**src/rtl/stk_pkg.sv**
```systemverilog
package stk_pkg;
  typedef enum logic [1:0] {
    STK_IDLE  = 2'd0,
    STK_WRITE = 2'd1,
    STK_DONE  = 2'd2
  } stk_state_e;
endpackage

```
**src/rtl/stk_ctrl.sv**
```systemverilog
module stk_ctrl #(
  parameter int NBYTES = 2,
  localparam int BIDX_W = (NBYTES > 1) ? $clog2(NBYTES) : 1
) (
  input  logic              clk,
  input  logic              rst,
  input  logic              start,
  output logic              capture,
  output logic              write_act,
  output logic              first_byte,
  output logic              last_byte,
  output logic              fin,
  output logic [BIDX_W-1:0] byte_idx
);
  import stk_pkg::*;

  localparam logic [BIDX_W-1:0] LAST_IDX = BIDX_W'(NBYTES - 1);

  stk_state_e st_q;
  logic [BIDX_W-1:0] idx_q;

  always_ff @(posedge clk) begin
    if (rst) begin
      st_q  <= STK_IDLE;
      idx_q <= '0;
    end else begin
      case (st_q)
        STK_IDLE: begin
          idx_q <= '0;
          if (start) st_q <= STK_WRITE;
        end
        STK_WRITE: begin
          if (idx_q == LAST_IDX) st_q <= STK_DONE;
          else idx_q <= idx_q + 1'b1;
        end
        STK_DONE: st_q <= STK_IDLE;
        default:  st_q <= STK_IDLE;
      endcase
    end
  end

  always_comb begin
    capture    = (st_q == STK_IDLE) && start;
    write_act  = (st_q == STK_WRITE);
    first_byte = write_act && (idx_q == '0);
    last_byte  = write_act && (idx_q == LAST_IDX);
    fin        = (st_q == STK_DONE);
    byte_idx   = idx_q;
  end
endmodule

```
**src/rtl/stk_frame.sv**
```systemverilog
module stk_frame #(
  parameter int DATA_W = 16,
  parameter int BYTE_W = 8,
  localparam int NBYTES = DATA_W / BYTE_W
) (
  input  logic              clk,
  input  logic              rst,
  input  logic              capture,
  input  logic              op_call,
  input  logic [DATA_W-1:0] operand,
  input  logic [DATA_W-1:0] next_pc,
  input  logic [DATA_W-1:0] sp_rd,
  output logic [DATA_W-1:0] sp_new,
  output logic [DATA_W-1:0] word,
  output logic [DATA_W-1:0] target,
  output logic              is_call
);
  // Stack grows downward by one whole word, wrapping modulo 2^DATA_W.
  function automatic logic [DATA_W-1:0] f_sp_dec(input logic [DATA_W-1:0] sp);
    return sp - DATA_W'(NBYTES);
  endfunction

  // Word that lands on the stack: the return address for a call.
  function automatic logic [DATA_W-1:0] f_stack_word(input logic is_c,
                                                     input logic [DATA_W-1:0] opnd,
                                                     input logic [DATA_W-1:0] ret);
    return is_c ? ret : opnd;
  endfunction

  always_ff @(posedge clk) begin
    if (rst) begin
      sp_new  <= '0;
      word    <= '0;
      target  <= '0;
      is_call <= 1'b0;
    end else if (capture) begin
      sp_new  <= f_sp_dec(sp_rd);
      word    <= f_stack_word(op_call, operand, next_pc);
      target  <= operand;
      is_call <= op_call;
    end
  end
endmodule

```
**src/rtl/stk_byte_sel.sv**
```systemverilog
module stk_byte_sel #(
  parameter int DATA_W = 16,
  parameter int BYTE_W = 8,
  localparam int NBYTES = DATA_W / BYTE_W,
  localparam int BIDX_W = (NBYTES > 1) ? $clog2(NBYTES) : 1
) (
  input  logic [DATA_W-1:0] base,
  input  logic [DATA_W-1:0] word,
  input  logic [BIDX_W-1:0] idx,
  output logic [DATA_W-1:0] addr,
  output logic [BYTE_W-1:0] bdata
);
  // Little-endian: byte k of the word lives at base + k.
  function automatic logic [DATA_W-1:0] f_byte_addr(input logic [DATA_W-1:0] b,
                                                    input logic [BIDX_W-1:0] k);
    return b + DATA_W'(k);
  endfunction

  logic [BYTE_W-1:0] lanes [NBYTES];

  for (genvar g = 0; g < NBYTES; g++) begin : g_lane
    assign lanes[g] = word[g*BYTE_W +: BYTE_W];
  end

  always_comb begin
    addr  = f_byte_addr(base, idx);
    bdata = lanes[0];
    for (int k = 1; k < NBYTES; k++) begin
      if (idx == BIDX_W'(k)) bdata = lanes[k];
    end
  end
endmodule

```
**src/rtl/stk_push_call.sv**
```systemverilog
module stk_push_call #(
  parameter int DATA_W = 16,
  parameter int BYTE_W = 8
) (
  input  logic              clk,
  input  logic              rst,
  input  logic              start,
  input  logic              op_call,
  input  logic [DATA_W-1:0] operand,
  input  logic [DATA_W-1:0] next_pc,
  input  logic [DATA_W-1:0] sp_rd,
  output logic              sp_wr_en,
  output logic [DATA_W-1:0] sp_wr_data,
  output logic              pc_wr_en,
  output logic [DATA_W-1:0] pc_wr_data,
  output logic              mem_we,
  output logic [DATA_W-1:0] mem_addr,
  output logic [BYTE_W-1:0] mem_wdata,
  output logic              done
);
  localparam int NBYTES = DATA_W / BYTE_W;
  localparam int BIDX_W = (NBYTES > 1) ? $clog2(NBYTES) : 1;

  // Named internal events, visible to the bound checker.
  logic              capture;
  logic              write_act;
  logic              first_byte;
  logic              last_byte;
  logic              fin;
  logic [BIDX_W-1:0] byte_idx;
  logic [DATA_W-1:0] sp_new;
  logic [DATA_W-1:0] word;
  logic [DATA_W-1:0] target;
  logic              is_call;

  stk_ctrl #(.NBYTES(NBYTES)) u_ctrl (
    .clk(clk), .rst(rst), .start(start),
    .capture(capture), .write_act(write_act),
    .first_byte(first_byte), .last_byte(last_byte),
    .fin(fin), .byte_idx(byte_idx)
  );

  stk_frame #(.DATA_W(DATA_W), .BYTE_W(BYTE_W)) u_frame (
    .clk(clk), .rst(rst), .capture(capture),
    .op_call(op_call), .operand(operand), .next_pc(next_pc), .sp_rd(sp_rd),
    .sp_new(sp_new), .word(word), .target(target), .is_call(is_call)
  );

  stk_byte_sel #(.DATA_W(DATA_W), .BYTE_W(BYTE_W)) u_bsel (
    .base(sp_new), .word(word), .idx(byte_idx),
    .addr(mem_addr), .bdata(mem_wdata)
  );

  always_comb begin
    mem_we     = write_act;
    sp_wr_en   = first_byte;
    sp_wr_data = sp_new;
    pc_wr_en   = fin && is_call;
    pc_wr_data = target;
    done       = fin;
  end
endmodule

```
**config.mk**
```make
export PLATFORM = sky130hd
export DESIGN_NAME = stk_push_call
export DESIGN_NICKNAME = d
export VERILOG_FILES = /design/src/rtl/stk_pkg.sv /design/src/rtl/stk_ctrl.sv /design/src/rtl/stk_frame.sv /design/src/rtl/stk_byte_sel.sv /design/src/rtl/stk_push_call.sv
export SDC_FILE = /design/constraint.sdc
export NUM_CORES = 1
export LEC_CHECK = 0
export BUFFER_PORTS_ARGS = -buffer_cell sky130_fd_sc_hd__buf_2
export CORE_MARGIN = 2
export CORE_UTILIZATION = 40
export DETAILED_ROUTE_END_ITERATION = 8
export GPL_TIMING_DRIVEN = 0
export PLACE_DENSITY = 0.81
export SLEW_MARGIN = 20
export SYNTH_ARGS = -nofsm -noshare
export SYNTH_HDL_FRONTEND = slang
export SYNTH_SLANG_ARGS = --single-unit
export TNS_END_PERCENT = 10
```
**constraint.sdc**
```tcl
create_clock -name clk -period 1.7 [get_ports clk]
set_input_delay 0 -clock clk [delete_from_list [all_inputs] [get_ports clk]]
set_output_delay 0 -clock clk [all_outputs]
set_load 0.01 [all_outputs]
```
==> results of run 1 <==
[cell type report]
| class | count | area share (%) |
|---|---|---|
| flip-flops and latches | 52 | 29.1 |
| repair buffers | 129 | 20.5 |
| inverters | 3 | 0.311 |
| clock inverters | 2 | 0.966 |
| plain buffers | 19 | 2.31 |
| well taps | 77 | 2.66 |
| clock buffers | 6 | 2.00 |
| multi-input cells | 226 | 42.2 |
[flip-flops by register name, summed over array words and instances, names as in the netlist]
register,count
u_frame.word,16
u_frame.target,16
u_frame.is_call,1
u_ctrl.st_q,2
u_frame.sp_new,16
u_ctrl.byte_idx,1
[power by group]
| part | leakage, nW | total (mW) | switching [mW] | internal, mW |
|---|---|---|---|---|
| Sequential | 0.432 | 1.41 | 0.0940 | 1.32 |
| Clock | 0.0552 | 0.849 | 0.411 | 0.438 |
| Combinational | 1.18 | 0.680 | 0.369 | 0.310 |
| Total | 1.67 | 2.94 | 0.875 | 2.07 |
[worst paths after layout]
path / to / depth (start not counted) / start / slack (ns)
worst min register to register: u_frame.target[3] / 2 / u_frame.target[3] / 0.46
worst min-delay path: u_frame.sp_new[5] / 3 / sp_rd[5] / 0.04
worst max register to register: u_frame.target[14] / 5 / u_ctrl.st_q[1] / 0.14
worst max-delay path: mem_addr[10] / 7 / u_ctrl.byte_idx / -0.05
[cells by family (layout without fill, tap and decap cells)]
family | after synthesis | count (layout)
AND/OR/NAND/NOR | 124 | 124
flip-flops | 52 | 52
AO/OA/AOI/OAI | 50 | 50
XOR/XNOR | 25 | 25
multiplexers | 24 | 24
buffers and inverters | 22 | 159
adder cells (fa/ha/maj) | 3 | 3
[critical path: stages (launching register included)]
cell     delay [ns]
dfxtp_4        0.39
ha_4           0.15
ha_4           0.15
nand3_4        0.11
nor2_4         0.12
and4_1         0.23
xor2_1         0.15
buf_2          0.15
[cells in the mapped netlist, types with 5 or more instances]
cell type	instances
a211oi_1	20
nor2_1	43
buf_2	9
nor3_1	5
xnor2_1	9
nand2_1	47
mux2_2	8
a21oi_1	19
xor2_1	16
mux2i_1	16
a211oi_2	9
clkbuf_1	10
nand3_1	8
dfxtp_1	52
[timing repair]
| action | CTS | global route |
|---|---|---|
| hold buffers | 19 | 0 |
| pin swaps | 2 | 0 |
| hold endpoints to repair | 19 | 0 |
| resized for setup | 17 | 4 |
| cloned | 0 | 0 |
| endpoints found under the setup margin | 10 | 7 |
| setup buffers | 1 | 0 |
[per-layer routing]
layer | vias to the layer above | global-route usage [%] | part of all wire, %
met2 | 89 | 37.9 | 52
li1 | 1304 | - | -
met5 | - | 0 | 0
met4 | 0 | 5.19 | 0.66
met1 | 1187 | 24.9 | 41
met3 | 5 | 3.54 | 5.8
[through the flow]
step	TNS, ns	std cells
after global placement	-0.0276	486
after floorplan	0	300
final	-0.0661	514
after global routing	-0.647	514
after detailed placement	-0.0891	486
after CTS	-0.132	514
==> metrics.md, run 1 <==
| Metric | Value |
|---|---|
| Rows | 29 |
| Post-Synth XOR/XNOR Area | 8.43% |
| Area contributors post-synth | dfxtp_1, nand2_1, nor2_1 |
| Largest family of logic cells by synthesized area | simple AND/OR/NAND/NOR gates |
| Crit end category | primary output |
| Slack of the critical path | -0.0517 ns |
| Root buffer cell | clkbuf_8 |
| Mux cell area share after synthesis | 9.63% |
| Routed Antenna Nets | 0 |
| Port Buffer Count | 109 |
| Fill count | 582 |
| Initial core utilization | 41.1% |
| Outcome | complete, but fails checks |
| Mean Syn Cell Area | 8.66 sq um |
| Clock slew seen by the registers of the worst setup and hold paths | 0.10 ns |
| Compound-Gate Fraction of Synth Area | 14.5% |
| Max_cap viols | 0 |
| Cts bufs inserted | 5 |
| Yosys warnings | 0 |
| Fraction of layout cells with a size suffix above 1 | 36.8% |
| Leak Pwr | 1.67 nW |
| Most area-hungry cell type in the Yosys netlist | dfxtp_1 |
| Design Power | 2.94 mW |
| Post-synth top area share | 40.1% |
| Diode count | 0 |
| Reg area | 0.00105 sq mm |
| DIE AREA | 0.00715 sq mm |
| CP arrival | 1.75 ns |
| Final min period | 1.75 ns |
| PD cells | 811 mW/mm^2 |
| CP Data Required Time | 1.70 ns |
| Startpoint Class | flip-flop |
| Drt wl/cell | 14.4 microns |
| GR Overflow Total | 0 |
| Clk_skew | 0.0103 ns |
| Synthesis-to-finish area growth | 39.6% |
| Final Cell Area | 0.00363 sq mm |
| DRT Wirelength | 7400 microns |
| Nets@finish | 491 |
| Mapped Area | 0.00260 sq mm |
| Main flop type after synthesis | dfxtp_1 |
| Endpoints failing hold | 0 |
| Dpl cell area | 0.00324 sq mm |
| Adder-cell share of the synthesized area | 1.45% |
| Vias per cell | 5.03 |
| CTS tree | built |
| Fin. max-slew vios | 0 |
| RSZ-0062 raised after global routing | yes |
| Simple-gate area share of the yosys netlist | 22.3% |
| Deepest clock path buffer count | 2 |
| Via Count | 2585 |
| DP HPWL | 5330 microns |
| Worst VDD drop | 0.419 mV |
| Post-route DRC | 0 |
| Post-Syn Nets | 355 |
| Relative slew margins | 57.0% |
| Crit Path Class | flip-flop to primary output |
| Synth Instances | 300 |
| EDFF count, synth | 0 |
| Worst hold margin | 0.0377 ns |
| #FFs+latches synth | 52 |
| Core Footprint | 0.00631 sq mm |
| Fin util | 57.4% |
| Worst-margin pin slew | 0.645 ns |
| Failing checks | negative setup slack |
| Chip Height | 84.6 microns |
| Critical-path maximum fanout | 4 |
| IO Count | 112 |
| Tot GR Track Use | 20.7% |
| Fin crit share | 103% |
| Clk sinks | 52 |
| Final setup viols | 3 |
| Pre-CTS setup slack | -0.0808 ns |
| Die X-Extent | 84.6 microns |
| Sequential area share after synthesis | 40.1% |
| Area taken by multi-input logic gates | 0.00153 sq mm |
| Global-route wire length before repair | 11900 microns |
| Largest net degree at the start of global routing | 16 |
| GPL Wtd Cong | 0.849 |
| Type of the worst min-delay path | primary input to flip-flop |
| Initial antenna violation count | 0 |
| Ys async rst share | 0% |
| Fmax | 571 MHz |
| Clock latency on the worst-skew pair | 0.31 ns |
| Yosys cell types | 32 |
| Initial DRC count | 59 |
| H-tree depth | 2 |
| Most frequent cells in the layout | buf_2, nand2_1, dfxtp_1 |
| DRT Pass-1 Iters | 5 |
| Vias in the first global route | 2469 |
| Most common cell after layout, fill and taps aside | buf_2 |
No activity file was read; power rests on OpenSTA's default activity.
==> inputs of run 2 (changes only) <==
- PLACE_DENSITY: 0.81 -> 0.84
- clock period: 1.7 -> 1.6 ns (I/O delays scaled with it)
==> metrics.md, run 2 (same netlist as run 1, synthesis figures left out) <==
| Metric | Value |
|---|---|
| Fin. max-slew vios | 0 |
| Startpoint Class | flip-flop |
| Port Buffer Count | 109 |
| Chip Height | 84.6 microns |
| Dpl cell area | 0.00324 sq mm |
| Core Footprint | 0.00631 sq mm |
| Via Count | 2651 |
| Slack of the critical path | -0.121 ns |
| Leak Pwr | 1.70 nW |
| Fraction of layout cells with a size suffix above 1 | 39.3% |
| Nets@finish | 497 |
| Cts bufs inserted | 5 |
| GR Overflow Total | 0 |
| Routed Antenna Nets | 0 |
| DRT Wirelength | 7410 microns |
| Final min period | 1.72 ns |
| Endpoints failing hold | 0 |
| Crit end category | primary output |
| Tot GR Track Use | 21.4% |
| Fill count | 570 |
| Final setup viols | 16 |
| Family with the most delay on the worst path | simple AND/OR/NAND/NOR gates |
| Root buffer cell | clkbuf_8 |
| Relative slew margins | 57.9% |
| Fin crit share | 108% |
| Die X-Extent | 84.6 microns |
| Cell Chain, Critical Path | ha_4 -> and4_4 -> nand4_4 -> nor3_4 -> xor2_1 -> buf_2 |
| PD cells | 847 mW/mm^2 |
| Clk_skew | 0.00340 ns |
| Largest regs | u_frame.sp_new x16, u_frame.target x16, u_frame.word x16 |
| Setup crit end | mem_addr[15] |
| IO Count | 112 |
| Synthesis-to-finish area growth | 42.1% |
| CP startpoint | u_ctrl.byte_idx |
| GPL Wtd Cong | 0.801 |
| Worst-margin pin slew | 0.631 ns |
| CP arrival | 1.72 ns |
| Crit Path Class | flip-flop to primary output |
| Setup slack, reg-to-reg | 0.04 ns |
| Largest net degree at the start of global routing | 16 |
| Design Power | 3.13 mW |
| Initial core utilization | 41.1% |
| Vias in the first global route | 2691 |
| Final Cell Area | 0.00369 sq mm |
| Deepest clock path buffer count | 2 |
| Clock latency on the worst-skew pair | 0.30 ns |
| Fin util | 58.5% |
| Most frequent cells in the layout | buf_2, nand2_1, dfxtp_1 |
| WP depth | 6 |
| CP bufs+invs | 1 |
| Failing checks | negative setup slack |
| Global-route wire length before repair | 12300 microns |
| Clock slew seen by the registers of the worst setup and hold paths | 0.09 ns |
| Reg2Reg Launch Point | u_ctrl.st_q[1] |
| Post-route DRC | 0 |
| Initial antenna violation count | 0 |
| Outcome | complete, but fails checks |
| R2r endpoint | u_frame.target[14] |
| Clk sinks | 52 |
| CP Data Required Time | 1.60 ns |
| Initial DRC count | 89 |
| DRT Pass-1 Iters | 4 |
| Diode count | 0 |
| Path depth of the worst reg2reg path | 5 |
| Critical-path maximum fanout | 5 |
| Drt wl/cell | 14.2 microns |
| Most common cell after layout, fill and taps aside | buf_2 |
| Max_cap viols | 0 |
| Rows | 29 |
| CTS tree | built |
| DP HPWL | 5470 microns |
| RSZ-0062 raised after global routing | yes |
| Critical-path top delay cell | dfxtp_4 |
| H-tree depth | 2 |
| Worst VDD drop | 0.441 mV |
| Type of the worst min-delay path | primary input to flip-flop |
| DIE AREA | 0.00715 sq mm |
| Vias per cell | 5.10 |
| Fmax | 581 MHz |
| Worst path max stage delay | 0.39 ns |
[run 2: how the worst min path moves through the flow]
stage | end | start | slack [ns] | cells past startpoint
floorplan | u_frame.sp_new[1] | sp_rd[1] | 0.1 | 1
global placement | u_frame.sp_new[0] | sp_rd[0] | 0.25 | 3
detailed placement | u_frame.sp_new[0] | sp_rd[0] | 0.25 | 3
CTS | u_frame.word[15] | next_pc[15] | 0.04 | 3
global route | u_frame.word[13] | next_pc[13] | 0.04 | 3
finish | u_frame.word[15] | next_pc[15] | 0.04 | 3
[run 2: power breakdown]
group,switching [mW],total (mW),internal (mW)
Sequential,0.0980,1.50,1.40
Clock,0.432,0.897,0.465
Combinational,0.393,0.727,0.334
[run 2: routing by layer]
layer	track usage [%]	share of wire [%]	wire (microns)	up-vias
li1	-	-	-	1319
met4	6.78	1.9	142	0
met2	39.0	52	3850	78
met3	4.52	5.0	373	13
met5	0	0	0	-
met1	24.9	41	3040	1241
[run 2: worst reg2reg max path: stages, from the launching register on]
cell	delay (ns)
dfxtp_1	0.38
nor2_1	0.07
nand2_1	0.33
clkbuf_1	0.44
nand2_1	0.12
a21oi_1	0.16
[run 2: final cells by class]
cell class,count,area [sq um],area share (%)
Sequential cell,52,1050,28.6
Timing Repair Buffer,135,788,21.3
Multi-Input combinational cell,226,1550,42.0
Clock inverter,2,35.0,0.949
Buffer,19,83.8,2.27
Inverter,3,11.3,0.305
Tap cell,77,96.3,2.61
Clock buffer,6,72.6,1.97
[run 2: metrics by stage]
| stage | setup slack [ns] | instances | TNS [ns] | hold WS (ns) |
|---|---|---|---|---|
| floorplan | 0.102 | 300 | 0 | 0.0957 |
| global placement | -0.0920 | 486 | -0.180 | 0.251 |
| detailed placement | -0.156 | 486 | -0.330 | 0.249 |
| CTS | -0.132 | 517 | -1.02 | 0.0400 |
| global route | -0.231 | 520 | -4.21 | 0.0435 |
| finish | -0.121 | 520 | -0.842 | 0.0433 |
[run 2: what timing repair did]
action                                  CTS  global route
pin swaps                                 2             1
hold buffers                             19             0
hold endpoints to repair                 19             0
setup buffers                             4             3
gates resized for setup                  17            12
endpoints found under the setup margin   18            49
==> inputs of run 3 (changes only) <==
- clock period: 1.6 -> 1.5 ns (I/O delays scaled with it)
==> metrics.md, run 3 (same netlist as run 1, synthesis figures left out) <==
| Metric | Value |
|---|---|
| Outcome | complete, but fails checks |
| Failing checks | negative setup slack |
| Nets@finish | 497 |
| Relative slew margins | 57.5% |
| Fin. max-slew vios | 0 |
| Pre-CTS setup slack | -0.256 ns |
| Initial core utilization | 41.1% |
| Setup slack, reg-to-reg | -0.01 ns |
| R2r endpoint | u_frame.word[7] |
| Hold-critical path depth | 3 |
| RSZ-0062 raised after global routing | yes |
| Drt wl/cell | 14.3 microns |
| Post-route DRC | 0 |
| Most common cell after layout, fill and taps aside | buf_2 |
| Startpoint Class | flip-flop |
| Fmax | 566 MHz |
| GR Overflow Total | 0 |
| Fraction of layout cells with a size suffix above 1 | 39.7% |
| DRT Pass-1 Iters | 4 |
| Type of the worst min-delay path | primary input to flip-flop |
| Crit Path Class | flip-flop to primary output |
| GPL Wtd Cong | 0.801 |
| Vias in the first global route | 2691 |
| Vias per cell | 5.15 |
| Initial DRC count | 76 |
| Via Count | 2676 |
| Slack of the critical path | -0.268 ns |
| Global-route wire length before repair | 12300 microns |
| M2 GR Usage | 39.0% |
| Fin crit share | 118% |
| CTS tree | built |
| Reg2Reg Launch Point | u_ctrl.st_q[1] |
| Most frequent cells in the layout | buf_2, nand2_1, dfxtp_1 |
| Final min period | 1.77 ns |
| Synthesis-to-finish area growth | 43.3% |
| GRT Max-Usage Layer | met2 |
| H-tree depth | 2 |
| Rows | 29 |
| Hold Path End | u_frame.word[15] |
| Max_cap viols | 0 |
| Core Footprint | 0.00631 sq mm |
| Cts bufs inserted | 5 |
| Die X-Extent | 84.6 microns |
| Met3 usage | 4.52% |
| Clk sinks | 52 |
| Clock slew seen by the registers of the worst setup and hold paths | 0.09 ns |
| Grt met1 use | 24.9% |
| PD cells | 898 mW/mm^2 |
| Port Buffer Count | 109 |
| Setup TNS Final | -2.63 ns |
| DIE AREA | 0.00715 sq mm |
| Diode count | 0 |
| Largest regs | u_frame.sp_new x16, u_frame.target x16, u_frame.word x16 |
| Path depth of the worst reg2reg path | 5 |
| Initial antenna violation count | 0 |
| Deepest clock path buffer count | 2 |
| IO Count | 112 |
| Endpoints failing hold | 0 |
| Root buffer cell | clkbuf_8 |
| Worst VDD drop | 0.480 mV |
| Crit end category | primary output |
| Routed Antenna Nets | 0 |
| Tot GR Track Use | 21.4% |
| Clock latency on the worst-skew pair | 0.30 ns |
| Chip Height | 84.6 microns |
| DP HPWL | 5470 microns |
| Min-delay src | next_pc[15] |
| Leak Pwr | 1.71 nW |
| Final setup viols | 19 |
| Critical-path maximum fanout | 3 |
| CP arrival | 1.77 ns |
| DRT Wirelength | 7460 microns |
| Worst-margin pin slew | 0.638 ns |
| Largest net degree at the start of global routing | 16 |
| Clk_skew | 0.00343 ns |
| CP Data Required Time | 1.50 ns |
==> run 3: cell types whose count changed in the layout (fill, tap and decap cells not counted) <==
cell / previous run / this run
nor2_2: 2 / 1
nand3_2: 0 / 1
buf_6: 0 / 2
nand3_1: 7 / 6
clkbuf_2: 1 / 2
nor2_4: 1 / 2
buf_2: 118 / 114
clkbuf_4: 0 / 1
clkbuf_1: 10 / 9
buf_4: 7 / 8
==> run 3: cell type report <==
cell class                 count  area [sq um]
inverter                       3          11.3
multi-input combinational    226          1560
clock inverter                 2          35.0
timing repair buffer         135           796
tap                           77          96.3
sequential                    52          1050
fill                         569          2590
buffer                        19          95.1
clock buffer                   6          72.6
==> run 3: what timing repair did <==
action,4_1_cts,5_1_grt
resized for setup,18,23
endpoints found under the hold margin,19,0
setup endpoints to repair,29,64
hold buffers,19,0
setup buffers,4,3
gates cloned,0,0
pin swaps,2,2
==> run 3: power breakdown <==
group          switching, mW  internal (mW)  leakage [nW]
Sequential             0.105           1.50         0.433
Combinational          0.421          0.362          1.22
Clock                  0.460          0.496        0.0552
==> run 3: metal layers <==
| layer | share of wire (%) | wire, microns |
|---|---|---|
| met5 | 0 | 0 |
| met2 | 51 | 3830 |
| met3 | 5.3 | 397 |
| met1 | 41 | 3090 |
| met4 | 1.9 | 138 |
==> run 3: critical path, cell delays in order, from the launching register on <==
cell and delay, ns:
dfxtp_4 0.39, ha_4 0.15, ha_4 0.14, nand3_4 0.11, nor2_4 0.13, and4_4 0.24
xor2_1 0.15, buf_2 0.15
==> run 3: how the worst max path moves through the flow <==
| stage | start | to | slack (ns) | cells past startpoint |
|---|---|---|---|---|
| 2_1_floorplan | u_frame.sp_new[0] | mem_addr[10] | 0.002 | 6 |
| 3_3_place_gp | u_ctrl.byte_idx | mem_addr[15] | -0.19 | 6 |
| 3_5_place_dp | u_ctrl.byte_idx | mem_addr[10] | -0.26 | 7 |
| 4_1_cts | u_ctrl.byte_idx | mem_addr[10] | -0.23 | 7 |
| 5_1_grt | u_ctrl.byte_idx | mem_addr[10] | -0.35 | 7 |
| 6_report | u_ctrl.byte_idx | mem_addr[10] | -0.27 | 7 |
==> run 3: metrics by stage <==
step / hold slack (ns) / cells / utilization (%) / total power, mW / instance area [sq um]
2_1_floorplan: 0.0957 / 300 / - / 2.03 / 2600
3_3_place_gp: 0.251 / 486 / 51.3 / 2.32 / 3240
3_5_place_dp: 0.249 / 486 / 51.3 / 2.35 / 3240
4_1_cts: 0.0400 / 517 / 57.7 / 3.35 / 3640
5_1_grt: 0.0435 / 520 / 58.9 / 3.53 / 3720
6_report: 0.0417 / 520 / 58.9 / 3.34 / 3720
